===== src/rtl/irq_src_pkg.sv =====
package irq_src_pkg;

   typedef enum logic [0:0] {
      ENG_IDLE = 1'b0,
      ENG_WAIT = 1'b1
   } eng_state_e;

   typedef struct packed {
      logic asserted;
      logic resend;
      logic mpend;
   } src_flags_t;

endpackage


===== src/rtl/irq_src_slot.sv =====
module irq_src_slot
   import irq_src_pkg::*;
#(
   parameter int SRV_W = 4,
   parameter int PRI_W = 8
) (
   input  logic             clk,
   input  logic             rst_n,
   input  logic             ev_set,
   input  logic             ev_clr,
   input  logic             wr_en,
   input  logic [SRV_W-1:0] wr_server,
   input  logic [PRI_W-1:0] wr_prio,
   input  logic             att_start,
   input  logic             rej,
   input  logic             trig_scan,
   input  logic             trig_eoi,
   input  logic             trig_disp,
   output logic [SRV_W-1:0] server_q,
   output logic [PRI_W-1:0] prio_q,
   output logic             try_q
);

   localparam logic [PRI_W-1:0] MASK = {PRI_W{1'b1}};

   src_flags_t fl_q, fl_d;
   logic       att_masked;
   logic       wr_fire;
   logic       try_set;

   assign att_masked = att_start && (prio_q == MASK);
   // an unmask write fires on latched state, or on a masked attempt in the same cycle
   assign wr_fire    = wr_en && (wr_prio != MASK) &&
                       (fl_q.mpend || fl_q.resend || att_masked);
   assign try_set    = ev_set || wr_fire || trig_disp ||
                       (trig_scan && fl_q.resend) ||
                       (trig_eoi && fl_q.asserted);

   always_comb begin
      fl_d = fl_q;
      if (ev_set)      fl_d.asserted = 1'b1;
      else if (ev_clr) fl_d.asserted = 1'b0;
      if (rej)            fl_d.resend = 1'b1;
      else if (att_start) fl_d.resend = 1'b0;
      if (wr_fire)         fl_d.mpend = 1'b0;
      else if (att_masked) fl_d.mpend = 1'b1;
   end

   always_ff @(posedge clk) begin
      if (!rst_n) begin
         fl_q     <= '0;
         try_q    <= 1'b0;
         server_q <= '0;
         prio_q   <= MASK;
      end else begin
         fl_q <= fl_d;
         if (try_set)        try_q <= 1'b1;
         else if (att_start) try_q <= 1'b0;
         if (wr_en) begin
            server_q <= wr_server;
            prio_q   <= wr_prio;
         end
      end
   end

endmodule


===== src/rtl/irq_src_pick.sv =====
module irq_src_pick #(
   parameter int N = 6,
   parameter int W = 3
) (
   input  logic [N-1:0] req,
   output logic         valid,
   output logic [W-1:0] idx
);

   always_comb begin
      valid = 1'b0;
      idx   = '0;
      for (int i = N - 1; i >= 0; i--) begin
         if (req[i]) begin
            valid = 1'b1;
            idx   = W'(i);
         end
      end
   end

endmodule


===== src/rtl/irq_src_engine.sv =====
module irq_src_engine
   import irq_src_pkg::*;
#(
   parameter int IDX_W = 3,
   parameter int SRV_W = 4,
   parameter int PRI_W = 8
) (
   input  logic             clk,
   input  logic             rst_n,
   input  logic             pick_valid,
   input  logic [IDX_W-1:0] pick_idx,
   input  logic [SRV_W-1:0] sel_server,
   input  logic [PRI_W-1:0] sel_prio,
   input  logic             rsp_valid,
   input  logic             rsp_accept,
   output logic             att_go,
   output logic             rej_go,
   output logic [IDX_W-1:0] cur_idx,
   output logic             busy,
   output logic [SRV_W-1:0] cur_server,
   output logic [PRI_W-1:0] cur_prio,
   output logic             rmap_q
);

   localparam logic [PRI_W-1:0] MASK = {PRI_W{1'b1}};

   eng_state_e st_q;

   assign att_go = (st_q == ENG_IDLE) && pick_valid;
   assign rej_go = (st_q == ENG_WAIT) && rsp_valid && !rsp_accept;
   assign busy   = (st_q == ENG_WAIT);

   always_ff @(posedge clk) begin
      if (!rst_n) begin
         st_q       <= ENG_IDLE;
         cur_idx    <= '0;
         cur_server <= '0;
         cur_prio   <= MASK;
         rmap_q     <= 1'b0;
      end else begin
         rmap_q <= 1'b0;
         case (st_q)
            ENG_IDLE: begin
               if (pick_valid) begin
                  cur_idx <= pick_idx;
                  if (sel_prio != MASK) begin
                     st_q       <= ENG_WAIT;
                     cur_server <= sel_server;
                     cur_prio   <= sel_prio;
                  end
               end
            end
            ENG_WAIT: begin
               if (rsp_valid) begin
                  st_q   <= ENG_IDLE;
                  rmap_q <= !rsp_accept;
               end
            end
            default: st_q <= ENG_IDLE;
         endcase
      end
   end

endmodule


===== src/rtl/irq_src_bank.sv =====
module irq_src_bank
   import irq_src_pkg::*;
#(
   parameter int IDX_W    = 3,
   parameter int NUM_SRC  = 6,
   parameter int BID_W    = 4,
   parameter int BANK_ID  = 5,
   parameter int SRV_W    = 4,
   parameter int PRI_W    = 8,
   parameter int IPI_CODE = 2,
   parameter int RD_LAT   = 1
) (
   input  logic                   clk,
   input  logic                   rst_n,
   input  logic                   ev_valid,
   input  logic [IDX_W-1:0]       ev_idx,
   input  logic                   ev_level,
   input  logic                   cfg_wr,
   input  logic                   cfg_rd,
   input  logic [IDX_W-1:0]       cfg_idx,
   input  logic [SRV_W-1:0]       cfg_server,
   input  logic [PRI_W-1:0]       cfg_prio,
   output logic                   rd_valid,
   output logic [SRV_W-1:0]       rd_server,
   output logic [PRI_W-1:0]       rd_prio,
   input  logic                   eoi_valid,
   input  logic [BID_W+IDX_W-1:0] eoi_src,
   input  logic                   scan_req,
   input  logic                   disp_valid,
   input  logic [BID_W+IDX_W-1:0] disp_src,
   output logic                   dlv_valid,
   output logic [BID_W+IDX_W-1:0] dlv_src,
   output logic [SRV_W-1:0]       dlv_server,
   output logic [PRI_W-1:0]       dlv_prio,
   input  logic                   rsp_valid,
   input  logic                   rsp_accept,
   output logic                   rmap_set,
   output logic                   err
);

   localparam int               SRC_W   = BID_W + IDX_W;
   localparam logic [IDX_W:0]   NSRC    = (IDX_W + 1)'(NUM_SRC);
   localparam logic [BID_W-1:0] BANK    = BID_W'(BANK_ID);
   localparam logic [SRC_W-1:0] IPI_SRC = SRC_W'(IPI_CODE);

   if (NUM_SRC < 1 || NUM_SRC > (1 << IDX_W)) begin : g_bad_num
      $error("irq_src_bank: NUM_SRC must lie in 1 .. 2**IDX_W");
   end
   if (BANK_ID < 0 || BANK_ID >= (1 << BID_W)) begin : g_bad_bank
      $error("irq_src_bank: BANK_ID does not fit in BID_W bits");
   end
   if (PRI_W < 2 || SRV_W < 1) begin : g_bad_w
      $error("irq_src_bank: PRI_W must be >= 2 and SRV_W >= 1");
   end
   if (RD_LAT != 0 && RD_LAT != 1) begin : g_bad_lat
      $error("irq_src_bank: RD_LAT must be 0 or 1");
   end

   // ---------------- request decode ----------------
   logic             ev_ok, cfg_ok;
   logic             eoi_ipi, eoi_hit, eoi_ok, disp_hit, disp_ok;
   logic [IDX_W-1:0] eoi_idx, disp_idx;
   logic             bad_any;

   assign ev_ok    = ({1'b0, ev_idx} < NSRC);
   assign cfg_ok   = ({1'b0, cfg_idx} < NSRC);
   assign eoi_idx  = eoi_src[IDX_W-1:0];
   assign disp_idx = disp_src[IDX_W-1:0];
   assign eoi_ipi  = (eoi_src == IPI_SRC);
   assign eoi_hit  = (eoi_src[SRC_W-1:IDX_W] == BANK) && ({1'b0, eoi_idx} < NSRC);
   assign disp_hit = (disp_src[SRC_W-1:IDX_W] == BANK) && ({1'b0, disp_idx} < NSRC);
   assign eoi_ok   = eoi_valid && !eoi_ipi && eoi_hit;
   assign disp_ok  = disp_valid && disp_hit;
   assign bad_any  = (ev_valid && !ev_ok) ||
                     ((cfg_wr || cfg_rd) && !cfg_ok) ||
                     (eoi_valid && !eoi_ipi && !eoi_hit) ||
                     (disp_valid && !disp_hit);

   always_ff @(posedge clk) begin
      if (!rst_n) err <= 1'b0;
      else        err <= bad_any;
   end

   // ---------------- per-source state ----------------
   logic [SRV_W-1:0] srv_a [NUM_SRC];
   logic [PRI_W-1:0] pri_a [NUM_SRC];
   logic [NUM_SRC-1:0] try_vec;

   logic             pick_valid;
   logic [IDX_W-1:0] pick_idx;
   logic             att_go, rej_go, busy;
   logic [IDX_W-1:0] cur_idx;

   for (genvar i = 0; i < NUM_SRC; i++) begin : g_src
      logic here_ev, here_cfg, here_eoi, here_disp;
      assign here_ev   = ev_valid && ev_ok && (ev_idx == IDX_W'(i));
      assign here_cfg  = cfg_wr && cfg_ok && (cfg_idx == IDX_W'(i));
      assign here_eoi  = eoi_ok && (eoi_idx == IDX_W'(i));
      assign here_disp = disp_ok && (disp_idx == IDX_W'(i));

      irq_src_slot #(
         .SRV_W (SRV_W),
         .PRI_W (PRI_W)
      ) u_slot (
         .clk       (clk),
         .rst_n     (rst_n),
         .ev_set    (here_ev && ev_level),
         .ev_clr    (here_ev && !ev_level),
         .wr_en     (here_cfg),
         .wr_server (cfg_server),
         .wr_prio   (cfg_prio),
         .att_start (att_go && (pick_idx == IDX_W'(i))),
         .rej       (rej_go && (cur_idx == IDX_W'(i))),
         .trig_scan (scan_req),
         .trig_eoi  (here_eoi),
         .trig_disp (here_disp),
         .server_q  (srv_a[i]),
         .prio_q    (pri_a[i]),
         .try_q     (try_vec[i])
      );
   end

   // ---------------- selection and muxing ----------------
   irq_src_pick #(
      .N (NUM_SRC),
      .W (IDX_W)
   ) u_pick (
      .req   (try_vec),
      .valid (pick_valid),
      .idx   (pick_idx)
   );

   logic [SRV_W-1:0] sel_server, rdm_server;
   logic [PRI_W-1:0] sel_prio, rdm_prio;

   always_comb begin
      sel_server = '0;
      sel_prio   = {PRI_W{1'b1}};
      rdm_server = '0;
      rdm_prio   = '0;
      for (int i = 0; i < NUM_SRC; i++) begin
         if (pick_idx == IDX_W'(i)) begin
            sel_server = srv_a[i];
            sel_prio   = pri_a[i];
         end
         if (cfg_idx == IDX_W'(i)) begin
            rdm_server = srv_a[i];
            rdm_prio   = pri_a[i];
         end
      end
   end

   irq_src_engine #(
      .IDX_W (IDX_W),
      .SRV_W (SRV_W),
      .PRI_W (PRI_W)
   ) u_eng (
      .clk        (clk),
      .rst_n      (rst_n),
      .pick_valid (pick_valid),
      .pick_idx   (pick_idx),
      .sel_server (sel_server),
      .sel_prio   (sel_prio),
      .rsp_valid  (rsp_valid),
      .rsp_accept (rsp_accept),
      .att_go     (att_go),
      .rej_go     (rej_go),
      .cur_idx    (cur_idx),
      .busy       (busy),
      .cur_server (dlv_server),
      .cur_prio   (dlv_prio),
      .rmap_q     (rmap_set)
   );

   assign dlv_valid = busy;
   assign dlv_src   = {BANK, cur_idx};

   // ---------------- configuration read ----------------
   if (RD_LAT == 1) begin : g_rd_reg
      always_ff @(posedge clk) begin
         if (!rst_n) begin
            rd_valid  <= 1'b0;
            rd_server <= '0;
            rd_prio   <= '0;
         end else begin
            rd_valid  <= cfg_rd;
            rd_server <= cfg_ok ? rdm_server : '0;
            rd_prio   <= cfg_ok ? rdm_prio : '0;
         end
      end
   end else begin : g_rd_comb
      assign rd_valid  = cfg_rd;
      assign rd_server = cfg_ok ? rdm_server : '0;
      assign rd_prio   = cfg_ok ? rdm_prio : '0;
   end

endmodule


===== config.mk =====
export PLATFORM = sky130hd
export DESIGN_NAME = irq_src_bank
export DESIGN_NICKNAME = d
export VERILOG_FILES = /design/src/rtl/irq_src_pkg.sv /design/src/rtl/irq_src_slot.sv /design/src/rtl/irq_src_pick.sv /design/src/rtl/irq_src_engine.sv /design/src/rtl/irq_src_bank.sv
export SDC_FILE = /design/constraint.sdc
export NUM_CORES = 1
export LEC_CHECK = 0
export CORE_ASPECT_RATIO = 2
export CORE_MARGIN = 2
export CORE_UTILIZATION = 30
export DETAILED_ROUTE_END_ITERATION = 16
export PLACE_DENSITY_LB_ADDON = 0.1
export SYNTH_ARGS = -nofsm -noshare
export SYNTH_HDL_FRONTEND = slang
export SYNTH_SLANG_ARGS = --single-unit

===== constraint.sdc =====
create_clock -name clk -period 2.9 [get_ports clk]
set_input_delay 0.725 -clock clk [delete_from_list [all_inputs] [get_ports clk]]
set_output_delay 0.725 -clock clk [all_outputs]
set_load 0.02 [all_outputs]

==> impl_metrics.csv <==
group,metric,value,unit
finish,stdcell_area,0.00826,mm^2
synthesis,yosysWarnings,0,
pwr,ir_worst_vdd,0.291,mV
drt,dr.pass1.iters,6,
worst_hold_path,worstHoldStart,"u_eng.cur_server[2]",
timing,worst_pin_slew,0.765,ns
cts,cts-htree-levels,4,
worst_setup_path,cp_cell_sequence,"buf_4 > nor3b_1 > o21ai_0 > a32oi_1 > nor4b_4 > nand4_4 > o21a_4 > mux2_4",
floorplanning,rows,76,
drt,dr.first_iter.drc_count,458,
drt,ant_nets,0,
cts,path_clk_slew,0.06,ns
worst_setup_path,slowest_delay,0.52,ns
floorplanning,die_h,212,um
timing,min_period,2.65,ns
cts,post-cts-setup-buffers,0,
synthesis,syn_area,0.00646,mm^2
pwr,power,4.75,mW
synthesis,ys_seq_area_frac,0.394,
cts,clk_latency,0.42,ns
placement,dpl.hpwl,19400,um
synthesis,synth_edf_count,0,
timing,rsz0062_at_grt,"no",
timing,finalSetupTns,0,ns
finish,stdcell_count,1201,
worst_setup_path,critPathCaptureType,"register",
cts,root_buffer,"clkbuf_16",
worst_setup_path,critPathBufInv,1,
placement,gp_congestion,0.923,
worst_setup_path,crit_arrival,2.97,ns
worst_hold_path,hold_path.class,"register to register",
placement,pre_cts_slack,0.166,ns
placement,dpl-instance-area,0.00765,mm^2
synthesis,ys_ff_latch,127,
global_route,antenna_found_initial,0,
timing,skew,0.00944,ns
worst_setup_path,worstReg2RegStart,"g_src[2].u_slot.try_q",
synthesis,synth_top_area_share,0.394,
synthesis,synth-simple-area-share,0.316,
cts,ctsHoldBuffers,0,
synthesis,synth_cells,829,
status,status,"complete, no violations",
synthesis,postSynthAreaPerCell,7.79,um^2
timing,final_max_slew_viol_count,0,
global_route,grt_pass1_vias,6213,
pwr,leakage,3.27,nW
global_route,grt_max_degree,71,
finish,fill_cells,2254,
cts,clock_sinks,127,
worst_setup_path,cpMaxStageDelayCell,"dfxtp_1",
floorplanning,io_pins,78,
timing,setup_viol,0,
floorplanning,initial_core_util,0.303,
synthesis,synth.area.top_cells,"dfxtp_1, nand2_1, a21oi_1",
timing,slew_headroom,0.490,
finish,drive_gt1_frac,0.123,
worst_setup_path,crit_required,3.21,ns
drt,drc_errors,0,
worst_setup_path,rrSetupSlack,0.25,ns
finish,antenna_cells,0,
worst_setup_path,path_class,"register to register",
drt,vias_per_cell,5.31,
worst_setup_path,worstSetupStartpointType,"register",
cts,cts_tree,"yes",
worst_hold_path,holdPathStages,2,
floorplanning,core_area,0.0213,mm^2
timing,min_period_over_period,0.915,
drt,num_vias,6378,
finish,fin_nets,961,
pwr,p_per_area,574,mW/mm^2
flow_run,max-cap-violations,0,
synthesis,synth_area_leader_cell,"dfxtp_1",
global_route,grt.total_usage,0.232,
finish,area_delta_synth_final,27.9,%
global_route,grt_overflow,0,
cts,cts_buffers,17,
floorplanning,die_w,108,um
synthesis,synth.area.mux_share,0.0796,
drt,wirelength,25600,um
worst_hold_path,min_to,"u_eng.cur_server[2]",
cts,cts-resized-gates,0,
worst_setup_path,critPathMaxFanout,21,
worst_setup_path,r2r_cells,8,
timing,fin_ws,0.245,ns
synthesis,synth_top_family_by_area,"simple AND/OR/NAND/NOR gates",
placement,io_buffers,73,
placement,dp_cells,1172,
worst_setup_path,critPathTopFamily,"compound AO/OA/AOI/OAI gates",
synthesis,yosys.area_share.adder,0,
finish,final_core_util,0.388,
timing,max_freq,377,MHz
synthesis,yosysUniqueCellTypes,63,
worst_setup_path,reg2reg_to,"u_eng.cur_prio[7]",
synthesis,yosys_most_used_dff,"dfxtp_1",
synthesis,synth-compound-area-share,0.164,
drt,avgRoutedWirePerCell,21.3,um
synthesis,synthArstFlopShare,0,
cts,clock_path_buffers,2,
floorplanning,die_area,0.0228,mm^2
synthesis,synth_xor_area_frac,0,
timing,finalHoldViolations,0,
timing,whs,0.455,ns
global_route,grt_first_pass_wirelength,38800,um
==> synthesized netlist by cell type (4+ instances only) <==
cell type,n
nand2_1,188
dfxtp_1,127
nor2_1,71
a21oi_1,67
nand3_1,62
clkbuf_1,32
o21ai_0,31
mux2i_1,18
inv_1,17
nand2b_1,17
nor3_1,17
nand4_1,15
mux4_2,12
nor2b_1,12
buf_2,8
or3_1,8
a221oi_1,7
nor3b_1,7
o211ai_1,7
and3_1,6
nand3b_1,6
o22ai_1,6
a22oi_1,5
o31ai_1,5
or2_2,5
a32oi_1,4
and2_1,4
buf_1,4
buf_4,4
or3b_2,4
==> power breakdown <==
| group | internal (mW) | total (mW) | switching, mW |
|---|---|---|---|
| combinational | 0.259 | 0.622 | 0.363 |
| clock | 1.49 | 2.26 | 0.774 |
| sequential | 1.80 | 1.86 | 0.0577 |
==> placed cells by master, fill, tap and decap left out, drive strengths merged, types with 17 or more instances in the layout <==
cell / Yosys / final
a21oi: 67 / 67
buf: 18 / 47
clkbuf: 32 / 22
clkdlybuf4s50: 0 / 71
dfxtp: 127 / 127
inv: 18 / 18
mux2i: 18 / 18
nand2: 188 / 188
nand2b: 17 / 17
nand3: 62 / 62
nor2: 71 / 71
nor3: 17 / 17
o21ai: 33 / 33
==> registers in the layout, indices dropped and copies added (netlist names) <==
signal and cells:
g_src.u_slot.prio_q 48, g_src.u_slot.server_q 24, g_src.u_slot.fl_q 18, rd_prio 8, u_eng.cur_prio 8, g_src.u_slot.try_q 6, rd_server 4, u_eng.cur_server 4
u_eng.cur_idx 3, err 1, rd_valid 1, u_eng.busy 1, u_eng.rmap_q 1
==> worst register-to-register path: stages, from the launching register on <==
cell and delay, ns:
dfxtp_1 0.52, buf_4 0.31, nor3b_1 0.08, o21ai_0 0.28
a32oi_1 0.23, nor4b_4 0.38, nand4_4 0.19, o21a_4 0.27
mux2_4 0.29
==> cell type report <==
class	instances	area, um^2	share of cell area
Multi-Input combinational cell	635	3620	0.439
Sequential cell	127	2540	0.308
Timing Repair Buffer	118	1070	0.130
Clock buffer	22	474	0.0574
Tap cell	273	342	0.0414
Clock inverter	7	135	0.0164
Inverter	19	71.3	0.00863
==> cell families (layout without fill, tap and decap cells) <==
kind of cell           after synthesis  in the layout
buffers and inverters               69            166
other                                2              4
muxes                               35             35
AOI/OAI and AO/OA                  163            163
and+or+nand+nor                    433            433
DFF                                127            127
==> how the worst max path moves through the flow <==
stage | depth (start not counted) | slack, ns | startpoint | end
2_1_floorplan | 9 | 0.53 | g_src[1].u_slot.try_q | u_eng.cur_prio[4]
3_3_place_gp | 7 | 0.19 | cfg_wr | g_src[2].u_slot.try_q
3_5_place_dp | 7 | 0.17 | cfg_wr | g_src[2].u_slot.try_q
4_1_cts | 7 | 0.25 | g_src[1].u_slot.try_q | u_eng.cur_prio[7]
5_1_grt | 7 | 0.09 | g_src[1].u_slot.try_q | u_eng.cur_server[3]
6_report | 8 | 0.25 | g_src[2].u_slot.try_q | u_eng.cur_prio[7]
==> routing by layer <==
metal,part of all wire,global-route usage,vias up
li1,-,-,3084
met1,0.43,0.298,3046
met2,0.50,0.393,211
met3,0.037,0.0268,37
met4,0.030,0.0889,0
met5,0,0,-
Note: power is estimated with default switching activity, not from simulation.
